[src/rtl/bank_mapper_pkg.sv]
package bank_mapper_pkg;
  localparam int unsigned SEL_W = 2;

  typedef enum logic [SEL_W-1:0] {
    SEL_ROM  = 2'b00,
    SEL_RAM  = 2'b01,
    SEL_LOW  = 2'b10,
    SEL_HIGH = 2'b11
  } mem_sel_e;

  // returns {A23, A22}
  function automatic logic [1:0] sel_to_cs(input mem_sel_e sel);
    unique case (sel)
      SEL_ROM:  sel_to_cs = 2'b01;
      SEL_RAM:  sel_to_cs = 2'b10;
      SEL_LOW:  sel_to_cs = 2'b00;
      default:  sel_to_cs = 2'b11;
    endcase
  endfunction
endpackage

[src/rtl/bank_port_reg.sv]
module bank_port_reg #(
  parameter int unsigned MAP_W  = 8,
  parameter int unsigned PORT_W = 8,
  parameter logic [PORT_W-1:0] PORT = 8'd5
) (
  input  logic              clk_i,
  input  logic              rst_ni,
  input  logic              iorq_ni,
  input  logic              wr_ni,
  input  logic [PORT_W-1:0] port_i,
  input  logic [MAP_W-1:0]  data_i,
  output logic [MAP_W-1:0]  map_o
);
  logic [MAP_W-1:0] pend_q, map_q;
  logic             armed_q;
  logic             hit;

  assign hit   = !iorq_ni && !wr_ni && (port_i == PORT);
  assign map_o = map_q;

  always_ff @(posedge clk_i or negedge rst_ni) begin
    if (!rst_ni) begin
      pend_q  <= '0;
      map_q   <= '0;
      armed_q <= 1'b0;
    end else if (hit) begin
      pend_q  <= data_i;
      armed_q <= 1'b1;
    end else if (armed_q && wr_ni) begin
      // strobe released: commit
      map_q   <= pend_q;
      armed_q <= 1'b0;
    end
  end

  assert_commit_R5: assert property (@(posedge clk_i) disable iff (!rst_ni)
    (armed_q && wr_ni) |=> (map_q == $past(pend_q)));

  assert_hold_R6: assert property (@(posedge clk_i) disable iff (!rst_ni)
    !(armed_q && wr_ni) |=> $stable(map_q));
endmodule

[src/rtl/bank_decode.sv]
module bank_decode
  import bank_mapper_pkg::*;
#(
  parameter int unsigned ADDR_W = 16,
  parameter int unsigned PAGE_W = 6,
  parameter int unsigned EXT_W  = 24,
  parameter int unsigned NWIN   = 2,
  localparam int unsigned WIN_W = ADDR_W - 2,
  localparam int unsigned MAP_W = PAGE_W + SEL_W,
  localparam int unsigned GAP_W = EXT_W - SEL_W - PAGE_W - WIN_W
) (
  input  logic [ADDR_W-1:0] cpu_addr_i,
  input  logic [MAP_W-1:0]  map_i [NWIN],
  input  logic              abs_en_i,
  input  logic [EXT_W-1:0]  abs_addr_i,
  output logic [EXT_W-1:0]  phys_o
);
  mem_sel_e          sel;
  logic [PAGE_W-1:0] page;

  always_comb begin
    sel  = SEL_ROM;
    page = '0;
    unique case (cpu_addr_i[ADDR_W-1 -: 2])
      2'b00: sel = SEL_ROM;
      2'b11: sel = SEL_RAM;
      2'b01: begin
        sel  = mem_sel_e'(map_i[0][MAP_W-1 -: SEL_W]);
        page = map_i[0][PAGE_W-1:0];
      end
      default: begin
        sel  = mem_sel_e'(map_i[NWIN-1][MAP_W-1 -: SEL_W]);
        page = map_i[NWIN-1][PAGE_W-1:0];
      end
    endcase
  end

  assign phys_o = abs_en_i ? abs_addr_i
                           : {sel_to_cs(sel), {GAP_W{1'b0}}, page, cpu_addr_i[WIN_W-1:0]};
endmodule

[src/rtl/bank_mapper.sv]
module bank_mapper #(
  parameter int unsigned ADDR_W    = 16,
  parameter int unsigned DATA_W    = 8,
  parameter int unsigned PAGE_W    = 6,
  parameter int unsigned EXT_W     = 24,
  parameter int unsigned PORT_BASE = 5,
  localparam int unsigned NWIN   = 2,
  localparam int unsigned PORT_W = 8,
  localparam int unsigned WIN_W  = ADDR_W - 2
) (
  input  logic              clk_i,
  input  logic              rst_ni,
  input  logic [ADDR_W-1:0] cpu_addr_i,
  input  logic [DATA_W-1:0] cpu_data_i,
  input  logic              iorq_ni,
  input  logic              wr_ni,
  input  logic              abs_en_i,
  input  logic [EXT_W-1:0]  abs_addr_i,
  output logic [EXT_W-1:0]  phys_addr_o
);
  logic [DATA_W-1:0] map [NWIN];

  for (genvar w = 0; w < NWIN; w++) begin : g_win
    bank_port_reg #(
      .MAP_W (DATA_W),
      .PORT_W(PORT_W),
      .PORT  (PORT_W'(PORT_BASE + w))
    ) u_reg (
      .clk_i  (clk_i),
      .rst_ni (rst_ni),
      .iorq_ni(iorq_ni),
      .wr_ni  (wr_ni),
      .port_i (cpu_addr_i[PORT_W-1:0]),
      .data_i (cpu_data_i),
      .map_o  (map[w])
    );
  end

  bank_decode #(
    .ADDR_W(ADDR_W),
    .PAGE_W(PAGE_W),
    .EXT_W (EXT_W),
    .NWIN  (NWIN)
  ) u_dec (
    .cpu_addr_i(cpu_addr_i),
    .map_i     (map),
    .abs_en_i  (abs_en_i),
    .abs_addr_i(abs_addr_i),
    .phys_o    (phys_addr_o)
  );

  assert_fixed_rom_R1: assert property (@(posedge clk_i) disable iff (!rst_ni)
    (!abs_en_i && cpu_addr_i[ADDR_W-1 -: 2] == 2'b00) |->
      (phys_addr_o[EXT_W-1 -: 2] == 2'b01 && phys_addr_o[WIN_W-1:0] == cpu_addr_i[WIN_W-1:0]));

  assert_fixed_ram_R2: assert property (@(posedge clk_i) disable iff (!rst_ni)
    (!abs_en_i && cpu_addr_i[ADDR_W-1 -: 2] == 2'b11) |->
      (phys_addr_o[EXT_W-1 -: 2] == 2'b10 && phys_addr_o[WIN_W-1:0] == cpu_addr_i[WIN_W-1:0]));

  assert_window_page_R3: assert property (@(posedge clk_i) disable iff (!rst_ni)
    (!abs_en_i && cpu_addr_i[ADDR_W-1 -: 2] == 2'b01) |->
      (phys_addr_o[WIN_W+PAGE_W-1:WIN_W] == map[0][PAGE_W-1:0]));

  assert_override_R8: assert property (@(posedge clk_i) disable iff (!rst_ni)
    abs_en_i |-> (phys_addr_o == abs_addr_i));
endmodule

[config.mk]
export PLATFORM = sky130hd
export DESIGN_NAME = bank_mapper
export DESIGN_NICKNAME = d
export VERILOG_FILES = /design/src/rtl/bank_mapper_pkg.sv /design/src/rtl/bank_port_reg.sv /design/src/rtl/bank_decode.sv /design/src/rtl/bank_mapper.sv
export SDC_FILE = /design/constraint.sdc
export NUM_CORES = 1
export LEC_CHECK = 0
export BUFFER_PORTS_ARGS = -buffer_cell sky130_fd_sc_hd__buf_2
export CORE_MARGIN = 2
export CORE_UTILIZATION = 46
export DETAILED_ROUTE_END_ITERATION = 10
export GPL_ROUTABILITY_DRIVEN = 0
export PLACE_DENSITY_LB_ADDON = 0.15
export SLEW_MARGIN = 0
export SYNTH_ARGS = -nofsm -noshare
export SYNTH_HDL_FRONTEND = slang
export SYNTH_SLANG_ARGS = --single-unit
export TNS_END_PERCENT = 50
[constraint.sdc]
create_clock -name clk_i -period 1.7 [get_ports clk_i]
set_clock_uncertainty 0.2 [all_clocks]
set_input_delay 0.255 -clock clk_i [delete_from_list [all_inputs] [get_ports clk_i]]
set_output_delay 0.255 -clock clk_i [all_outputs]
set_load 0.05 [all_outputs]
==> metrics.txt, run 1 <==
FP Rows=21; vias in the first global route=about 1400; Final Instance Area=around 2400 um^2; H-tree depth=2; initial antenna violation count=0; largest net degree at the start of global routing=35; Vias/cell=5.07; Synth area leader=dfrtp_1; failing checks=setup timing; Syn Inst Count=roughly 130; sequential area share after synthesis=50.6%; Detail Placement HPWL=between 2000 and 3000 um; post-synthesis async set-or-reset flop share=between 90% and 100%; yosys warns=0; Reg clk slew, reported paths=0.09 ns; CP arrival=1.36 ns; Max Freq=between 500 and 600 MHz; EDFF count, synth=0; total wire length=3840 um; Worst Path Required=1.24 ns; Root Buffer=clkbuf_4; top cell type's share of synthesized area=between 50% and 60%; Worst Setup End Kind=output pin; Min Hold Slack=between 0.08 and 0.09 ns; fill cell count=253; total track usage=roughly a fifth; Initial Util=about half; Pwr Density=692 nW/um^2; R2R Setup Slk=about 0.29 ns; Pleak=about 1.3 nW; Hold WC Path Type=input port to register; Mapped Nets=about 180; Int Pwr=about 1.2 mW; Layout area overhead=42.6%; CTS tree=built; Slew Limit Fails=0; Cell Area, Placed=2200 um^2; Reg power frac=approximately half; min cycle time layout=~1.8 ns; # Post-CTS Setup Buffers=0; Inserted Clock Buffers=5; VDD IR max=~0.00060 V; nets=276; net switching power=approximately 500 uW; top post-synthesis cells by area=dfrtp_1 (51%), mux2_2 (31%), nand4b_4 (2.8%), o21ai_0 (2.7%), a22oi_1 (2.7%); Routed WL per cell=14.3 um; first-pass GRT wire length=5950 um; Longest Clk Path Bufs=2; Die Y=between 60 and 70 um; critical-path maximum fanout=3; Setup Viol. Count Final=1; CP Class=register to output pin; Final Cycle Share=107%; Non-Filler Instances=268; Die W=64.5 um; antenna-violating nets left=0; max_cap viols=0; clock power share=a little over a quarter; Synth Register Bits=34; layout cells sized above 1=about two thirds; DRC violations left=0; Slew HR=about half; Combinational Power Share=24.3%; final worst slack=-0.112 ns; Die ar.=4160 um^2; outcome=finished, violations left; placed cell count=253; switching share of total power=between 30% and 40%; Post-Syn Area=1680 um^2; crit start category=register; worst skew pair latency=~0.34 ns; Post-synth top flop=dfrtp_1; Mapped Avg Cell Area=~13 um^2; count leader, synth=mux2_2; RSZ-0062 raised after global routing=yes; # IOs=between 70 and 80; Yosys cell types=18; synth cell count leaders=mux2_2 (46), dfrtp_1 (34), nand2_1 (9), o21ai_0 (9), a22oi_1 (6); core area=between 3000 and 4000 um^2; Place WS=-0.104 ns; GRT overflow=0; 1st-iter DRT viols=23; vias=1358; diode count=0; I/O Buffers=76; clock sinks=34; Worst-Margin Slew=0.724 ns; Final Hold Fails=0; number of iterations in the first detailed-routing pass=4; Total Power=1.66 mW
[power groups by stage]
stage / clock network, mW / registers [mW] / logic, mW
2_1_floorplan: 0 / 0.839 / 0.229
3_3_place_gp: 0 / 0.840 / 0.371
3_5_place_dp: 0 / 0.841 / 0.377
4_1_cts: 0.449 / 0.825 / 0.398
5_1_grt: 0.483 / 0.826 / 0.429
6_report: 0.431 / 0.825 / 0.404
[stage by stage]
stage          utilization [%]  TNS (ns)
4_1_cts                   68.9    -0.182
5_1_grt                   70.2    -0.272
2_1_floorplan                -    -0.780
3_5_place_dp              64.4     -1.79
3_3_place_gp              64.4    -0.939
6_report                  70.2    -0.112
[kinds of logic after synthesis]
| group | Yosys count | share of synthesized area [%] |
|---|---|---|
| compound gates | 19 | 6.92 |
| xor+xnor | 2 | 1.04 |
| buf+inv | 6 | 1.41 |
| flops | 34 | 50.6 |
| mux | 46 | 30.8 |
| simple gates | 18 | 9.23 |
[routing by layer]
metal | track usage (%) | up-vias | routed length, um
met5 | 0 | - | 0
met4 | 5.59 | 0 | 41
met3 | 7.47 | 4 | 365
met2 | 35.2 | 60 | 1860
met1 | 20.9 | 643 | 1570
li1 | - | 651 | -
[registers in the layout, indices dropped and copies added, names as in the netlist]
register / flops
g_win.u_reg.armed_q: 2
g_win.u_reg.map_o: 16
g_win.u_reg.pend_q: 16
[worst max-delay path, stage by stage, from the launching register on]
cell     delay, ns
dfrtp_1       0.42
xor2_1        0.16
a21oi_1       0.14
a22o_1        0.15
buf_6         0.16
[layout make-up]
cell class,instances,area (um^2),share of cell area [%]
Sequential cell,34,851,35.5
Multi-Input combinational cell,85,847,35.3
Clock buffer,6,51.3,2.14
Tap cell,46,57.6,2.40
Inverter,2,7.51,0.313
Timing Repair Buffer,95,583,24.3
[placed cells by master (no fill, tap or decap)]
master         count
nor4b_4            1
mux2_2            46
clkbuf_4           5
clkbuf_8           1
dfrtp_1           34
dlygate4sd3_1      9
nor2b_1            2
buf_2             67
a22oi_1            3
a21oi_2            1
o21ai_0            2
buf_4             15
nand4b_4           2
o21ai_2            2
inv_1              2
xor2_1             2
a21oi_1            1
o31ai_4            1
a22o_1             1
nor2_1             1
buf_6              4
nand2_1            9
and2_1             2
a22oi_2            3
o21ai_1            5
nor4_4             1
[timing repair]
item,CTS,global route
endpoints found under the setup margin,20,8
hold buffers,9,0
endpoints found under the hold margin,50,0
pin swaps,4,2
gates resized for setup,5,19
[path summary, 6_finish.rpt]
path	startpoint	endpoint	depth (start not counted)
setup / recovery	g_win[0].u_reg.map_o[6]$_DFFE_PN0P_	phys_addr_o[22]	4
min in group asynchronous	rst_ni	g_win[0].u_reg.map_o[1]$_DFFE_PN0P_	2
hold / removal	wr_ni	g_win[1].u_reg.armed_q$_DFFE_PN0P_	3
hold reg to reg	g_win[1].u_reg.pend_q[3]$_DFFE_PN0P_	g_win[1].u_reg.map_o[3]$_DFFE_PN0P_	1
setup reg to reg	g_win[1].u_reg.armed_q$_DFFE_PN0P_	g_win[1].u_reg.map_o[6]$_DFFE_PN0P_	2
max in group asynchronous	rst_ni	g_win[0].u_reg.map_o[3]$_DFFE_PN0P_	2
Power figures use the tool's default switching activity.
==> run 2: changes to the inputs <==
--- a/config.mk
+++ b/config.mk
@@ -10,7 +10,8 @@
 export CORE_UTILIZATION = 46
 export DETAILED_ROUTE_END_ITERATION = 10
 export GPL_ROUTABILITY_DRIVEN = 0
-export PLACE_DENSITY_LB_ADDON = 0.15
+export MAX_ROUTING_LAYER = met4
+export PLACE_DENSITY = 0.9
 export SLEW_MARGIN = 0
 export SYNTH_ARGS = -nofsm -noshare
 export SYNTH_HDL_FRONTEND = slang
==> constraint.sdc (replaced) <==
create_clock -name clk_i -period 1.7 [get_ports clk_i]
set_clock_uncertainty 0.2 [all_clocks]
set_input_delay 0.17 -clock clk_i [delete_from_list [all_inputs] [get_ports clk_i]]
set_output_delay 0.17 -clock clk_i [all_outputs]
set_load 0.05 [all_outputs]
==> metrics.txt, run 2 (same netlist as run 1, synthesis figures left out) <==
fill cell count=272 (was 253); max_cap viols=0 (unchanged); Final Hold Fails=0 (unchanged); worst skew pair latency=0.34 ns (about the same); Detail Placement HPWL=3000 um (was 2910 um); Min Hold Slack=0.0927 ns (was 0.0880 ns); Root Buffer=clkbuf_4 (unchanged); Total Power=1.76 mW (was 1.66 mW); layout cells sized above 1=63.5% (was 67.1%); FF-to-FF path depth=2 (unchanged); # IOs=77 (unchanged); 1st-iter DRT viols=28 (was 23); CP Class=register to output pin (unchanged); number of iterations in the first detailed-routing pass=2 (was 4); Routed WL per cell=15.4 um (was 14.3 um); final worst slack=-0.0445 ns (was -0.112 ns); Die ar.=4160 um^2 (unchanged); antenna-violating nets left=0 (unchanged); Multi-input gate area=812 um^2 (was 847 um^2); Vias/cell=5.18 (was 5.07); Pleak=1.28 nW (was 1.30 nW); FP Rows=21 (unchanged); CP Cell Sequence=xor2_1 -> o21ai_1 -> a22o_1 -> buf_6 (was xor2_1 -> a21oi_1 -> a22o_1 -> buf_6); GRT overflow=0 (unchanged); failing checks=setup timing (unchanged); # Post-CTS Setup Buffers=0 (unchanged); Die Y=64.5 um (unchanged); H-tree depth=2 (unchanged); Max Freq=573 MHz (was 552 MHz); most frequent cells in the layout=buf_2 (73), mux2_2 (46), dfrtp_1 (34), dlygate4sd3_1 (10), nand2_1 (9) (was buf_2 (67), mux2_2 (46), dfrtp_1 (34), buf_4 (15)); vias in the first global route=1403 (was 1359); first-pass GRT wire length=6520 um (was 5950 um); Initial Util=49.2% (unchanged); Worst-Margin Slew=0.429 ns (was 0.724 ns); Crit-path slowest cell=dfrtp_1 (unchanged); Worst Setup End Kind=output pin (unchanged); nets=271 (was 276); Slew Limit Fails=0 (unchanged); Longest Clk Path Bufs=2 (unchanged); core area=3420 um^2 (unchanged); total track usage=22.2% (was 19.4%); Cells on Worst Hold Path=3 (unchanged); total wire length=4090 um (was 3840 um); diode count=0 (unchanged); Reg clk slew, reported paths=0.10 ns (was 0.09 ns); VDD IR max=0.000419 V (was 0.000602 V); critical-path maximum fanout=3 (unchanged); largest net degree at the start of global routing=35 (unchanged); Final Instance Area=2330 um^2 (was 2400 um^2); Die W=64.5 um (unchanged); CP arrival=1.37 ns (was 1.36 ns); RSZ-0062 raised after global routing=yes (unchanged); Worst Path Required=1.33 ns (was 1.24 ns); min cycle time layout=1.74 ns (was 1.81 ns); initial antenna violation count=0 (unchanged); register area=851 um^2 (unchanged); Final Cycle Share=103% (was 107%); Setup Viol. Count Final=1 (unchanged); Hold WC Path Type=input port to register (unchanged); most common cell after layout, fill and taps aside=buf_2 (unchanged); Cell Area, Placed=2140 um^2 (was 2200 um^2); DRC violations left=0 (unchanged); placed cell count=247 (was 253); outcome=finished, violations left (unchanged); Slew HR=71.4% (was 51.7%); vias=1373 (was 1358); Layout area overhead=38.7% (was 42.6%); crit start category=register (unchanged); Pwr Density=753 nW/um^2 (was 692 nW/um^2); Crit path largest cell delay=0.42 ns (about the same); I/O Buffers=76 (unchanged); Inserted Clock Buffers=5 (unchanged); clock sinks=34 (unchanged); CTS tree=built (unchanged); Non-Filler Instances=265 (was 268)
==> run 2: cell types whose count changed in the layout (fill, tap and decap cells not counted), sizes merged <==
cell,change
clkbuf,+3
dlygate4sd3,+1
buf,-7
==> run 2: stage by stage <==
step	setup TNS, ns	setup slack (ns)	util [%]
after global routing	-0.171	-0.151	68.3
after detailed placement	0	0.0428	62.6
final	-0.0445	-0.0445	68.3
after global placement	0	0.0555	62.6
after floorplan	-1.41	-0.353	-
after CTS	-0.0542	-0.0542	68.1
==> run 2: layout make-up <==
class | count | area share [%]
Sequential cell | 34 | 36.5
Multi-Input combinational cell | 85 | 34.8
Timing Repair Buffer | 90 | 22.5
Clock buffer | 8 | 3.38
Tap cell | 46 | 2.47
Inverter | 2 | 0.322
==> run 2: worst max-delay path, delay by kind of cell (launching register included) <==
kind	cells	cell delay, ns
buf+inv	1	0.16
compound gates	2	0.29
flops	1	0.42
xor+xnor	1	0.15
==> run 2: final timing paths <==
check / from / to / slack, ns
worst max-delay path: g_win[1].u_reg.map_o[6]$_DFFE_PN0P_ / phys_addr_o[22] / -0.04
worst min-delay path: cpu_addr_i[1] / g_win[1].u_reg.armed_q$_DFFE_PN0P_ / 0.09
worst max register to register: g_win[1].u_reg.armed_q$_DFFE_PN0P_ / g_win[1].u_reg.map_o[1]$_DFFE_PN0P_ / 0.29
worst min register to register: g_win[1].u_reg.pend_q[0]$_DFFE_PN0P_ / g_win[1].u_reg.pend_q[0]$_DFFE_PN0P_ / 0.31
max in group asynchronous: rst_ni / g_win[0].u_reg.pend_q[6]$_DFFE_PN0P_ / 0.81
min in group asynchronous: rst_ni / g_win[0].u_reg.map_o[3]$_DFFE_PN0P_ / 0.19
==> run 2: timing repair <==
item | in CTS | in global routing
gates resized for setup | 4 | 2
hold endpoints to repair | 52 | 0
pin swaps | 4 | 3
hold buffers | 10 | 0
endpoints found under the setup margin | 2 | 4
==> run 2: power by group <==
group / internal, mW / switching [mW] / total [mW]
clock: 0.282 / 0.264 / 0.547
sequential: 0.819 / 0.00541 / 0.825
combinational: 0.141 / 0.244 / 0.386
total: 1.24 / 0.514 / 1.76
==> run 2: metal layers <==
layer / global-route usage [%] / vias up / share of wire, %
met4: 11.2 / 0 / 2.6
li1: - / 644 / -
met2: 40.0 / 73 / 52
met3: 5.21 / 9 / 8.4
met1: 22.4 / 647 / 37
met5: - / - / 0
==> run 3: changes to the inputs <==
--- a/config.mk
+++ b/config.mk
@@ -11,7 +11,7 @@
 export DETAILED_ROUTE_END_ITERATION = 10
 export GPL_ROUTABILITY_DRIVEN = 0
 export MAX_ROUTING_LAYER = met4
-export PLACE_DENSITY = 0.9
+export PLACE_DENSITY = 0.77
 export SLEW_MARGIN = 0
 export SYNTH_ARGS = -nofsm -noshare
 export SYNTH_HDL_FRONTEND = slang
==> constraint.sdc (replaced) <==
create_clock -name clk_i -period 1.7 [get_ports clk_i]
set_clock_uncertainty 0.2 [all_clocks]
set_input_delay 0.34 -clock clk_i [delete_from_list [all_inputs] [get_ports clk_i]]
set_output_delay 0.34 -clock clk_i [all_outputs]
set_load 0.05 [all_outputs]
==> metrics.txt, run 3 (same netlist as run 1, synthesis figures left out) <==
Die Y=64.5 um (unchanged); Multi-input gate area=921 um^2 (was 812 um^2); Pwr Density=670 nW/um^2 (was 753 nW/um^2); Crit path max-delay family=flip-flops (unchanged); Slew HR=74.1% (was 71.4%); GRT overflow=0 (unchanged); final worst slack=-0.199 ns (was -0.0445 ns); Critical Path Source=g_win[1].u_reg.map_o[6]$_DFFE_PN0P_ (unchanged); Inserted Clock Buffers=5 (unchanged); Worst-Margin Slew=0.389 ns (was 0.429 ns); nets=274 (was 271); first-pass GRT wire length=6600 um (was 6520 um); min cycle time layout=1.90 ns (was 1.74 ns); vias=1387 (was 1373); Die W=64.5 um (unchanged); Util after Layout=72.7% (was 68.3%); CP Cell Sequence=xor2_1 -> o21ai_0 -> a22o_2 -> buf_6 (was xor2_1 -> o21ai_1 -> a22o_1 -> buf_6); Reg clk slew, reported paths=0.09 ns (was 0.10 ns); Pleak=1.33 nW (was 1.28 nW); Worst Setup End Kind=output pin (unchanged); FP Rows=21 (unchanged); crit path buf inv count=1 (unchanged); Min Hold Slack=0.0523 ns (was 0.0927 ns); initial antenna violation count=0 (unchanged); RSZ-0062 raised after global routing=yes (unchanged); FF-to-FF path depth=3 (was 2); total wire length=4200 um (was 4090 um); most common cell after layout, fill and taps aside=buf_2 (unchanged); Final Hold Fails=0 (unchanged); diode count=0 (unchanged); fill cell count=238 (was 272); DRC violations left=0 (unchanged); Routed WL per cell=15.8 um (was 15.4 um); worst skew pair latency=0.33 ns (was 0.34 ns); 1st-iter DRT viols=37 (was 28); Slew Limit Fails=0 (unchanged); Crit-path slowest cell=dfrtp_1 (unchanged); worst flop-to-flop path startpoint=g_win[1].u_reg.armed_q$_DFFE_PN0P_ (unchanged); Worst setup endpoint=phys_addr_o[22] (unchanged); outcome=finished, violations left (unchanged); hold_sp=cpu_data_i[7] (was cpu_addr_i[1]); core area=3420 um^2 (unchanged); CP Class=register to output pin (unchanged); vias in the first global route=1442 (was 1403); Max Freq=527 MHz (was 573 MHz); Cells on Worst Hold Path=2 (was 3); # IOs=77 (unchanged); max_cap viols=0 (unchanged); H-tree depth=2 (unchanged); antenna-violating nets left=0 (unchanged); clock sinks=34 (unchanged); Final Cycle Share=112% (was 103%); CP arrival=1.36 ns (was 1.37 ns); Layout area overhead=47.7% (was 38.7%); Vias/cell=5.21 (was 5.18); most frequent cells in the layout=buf_2 (65), mux2_2 (46), dfrtp_1 (34), buf_4 (15), buf_6 (10) (was buf_2 (73), mux2_2 (46), dfrtp_1 (34), dlygate4sd3_1 (10), nand2_1 (9)); Worst Path Required=1.16 ns (was 1.33 ns); largest net degree at the start of global routing=30 (was 35); R2R Setup Slk=0.38 ns (was 0.29 ns); Crit path largest cell delay=0.41 ns (was 0.42 ns); Setup Viol. Count Final=6 (was 1); Die ar.=4160 um^2 (unchanged); Critical Path Stages=4 (unchanged); I/O Buffers=76 (unchanged); crit start category=register (unchanged); Longest Clk Path Bufs=2 (unchanged); layout cells sized above 1=75.5% (was 63.5%); register area=851 um^2 (unchanged); Root Buffer=clkbuf_4 (unchanged); r2r endpoint=g_win[1].u_reg.map_o[4]$_DFFE_PN0P_ (was g_win[1].u_reg.map_o[1]$_DFFE_PN0P_); total track usage=22.1% (was 22.2%); failing checks=setup timing (unchanged); Initial Util=49.2% (unchanged); Hold WC Path Type=input port to register (unchanged); critical-path maximum fanout=3 (unchanged); VDD IR max=0.000637 V (was 0.000419 V); Detail Placement HPWL=3170 um (was 3000 um); number of iterations in the first detailed-routing pass=4 (was 2); CTS tree=built (unchanged)
run 3: cell types whose count changed in the layout (fill, tap and decap cells not counted), sizes merged:
cell         change
dlygate4sd3      -9
clkbuf           -3
buf             +13
run 3: per-layer routing:
metal	track usage [%]	part of all wire, %
met1	24.5	40
met2	37.6	51
met3	6.42	7.7
met4	8.51	1.4
met5	-	0
run 3: per-stage QoR:
stage / setup WS [ns] / cell area, um^2 / instances / power, mW / TNS [ns]
floorplan: -0.0962 / 1750 / 125 / 1.08 / -1.00
global placement: -0.188 / 2280 / 257 / 1.22 / -5.01
detailed placement: -0.241 / 2280 / 257 / 1.23 / -6.33
CTS: -0.215 / 2430 / 265 / 1.67 / -0.628
global route: -0.263 / 2480 / 266 / 1.75 / -0.895
finish: -0.199 / 2480 / 266 / 1.66 / -0.448
run 3: worst reg2reg max path, delay by kind of cell (launching register included):
kind / cells / cell delay [ns]
flip-flops: 1 / 0.39
buffers and inverters: 1 / 0.19
AND/OR/NAND/NOR: 1 / 0.08
multiplexers: 1 / 0.36
run 3: how the worst min path moves through the flow:
stage | end | slack (ns)
2_1_floorplan | g_win[0].u_reg.armed_q$_DFFE_PN0P_ | -0.16
3_3_place_gp | g_win[1].u_reg.pend_q[1]$_DFFE_PN0P_ | 0.08
3_5_place_dp | g_win[1].u_reg.pend_q[1]$_DFFE_PN0P_ | 0.09
4_1_cts | g_win[0].u_reg.pend_q[0]$_DFFE_PN0P_ | 0.04
5_1_grt | g_win[0].u_reg.pend_q[2]$_DFFE_PN0P_ | 0.03
6_report | g_win[0].u_reg.pend_q[7]$_DFFE_PN0P_ | 0.05
run 3: report_power, final:
part | switching [mW] | internal, mW | total (mW)
clock network | 0.233 | 0.186 | 0.419
logic | 0.258 | 0.163 | 0.421
registers | 0.00537 | 0.819 | 0.824
run 3: timing repair:
| item | CTS | global route |
|---|---|---|
| setup endpoints to repair | 24 | 16 |
| buffers inserted | 1 | 2 |
| endpoints found under the hold margin | 16 | 0 |
| gates cloned | 0 | 0 |
| resized for setup | 22 | 13 |
| hold buffers | 1 | 0 |
| pin swaps | 5 | 7 |
run 3: cell type report:
type                       count  area share, %
clock buffer                   6           2.07
multi-input combinational     85           37.1
timing repair buffer          93           24.0
tap                           46           2.32
sequential                    34           34.3
inverter                       2          0.302
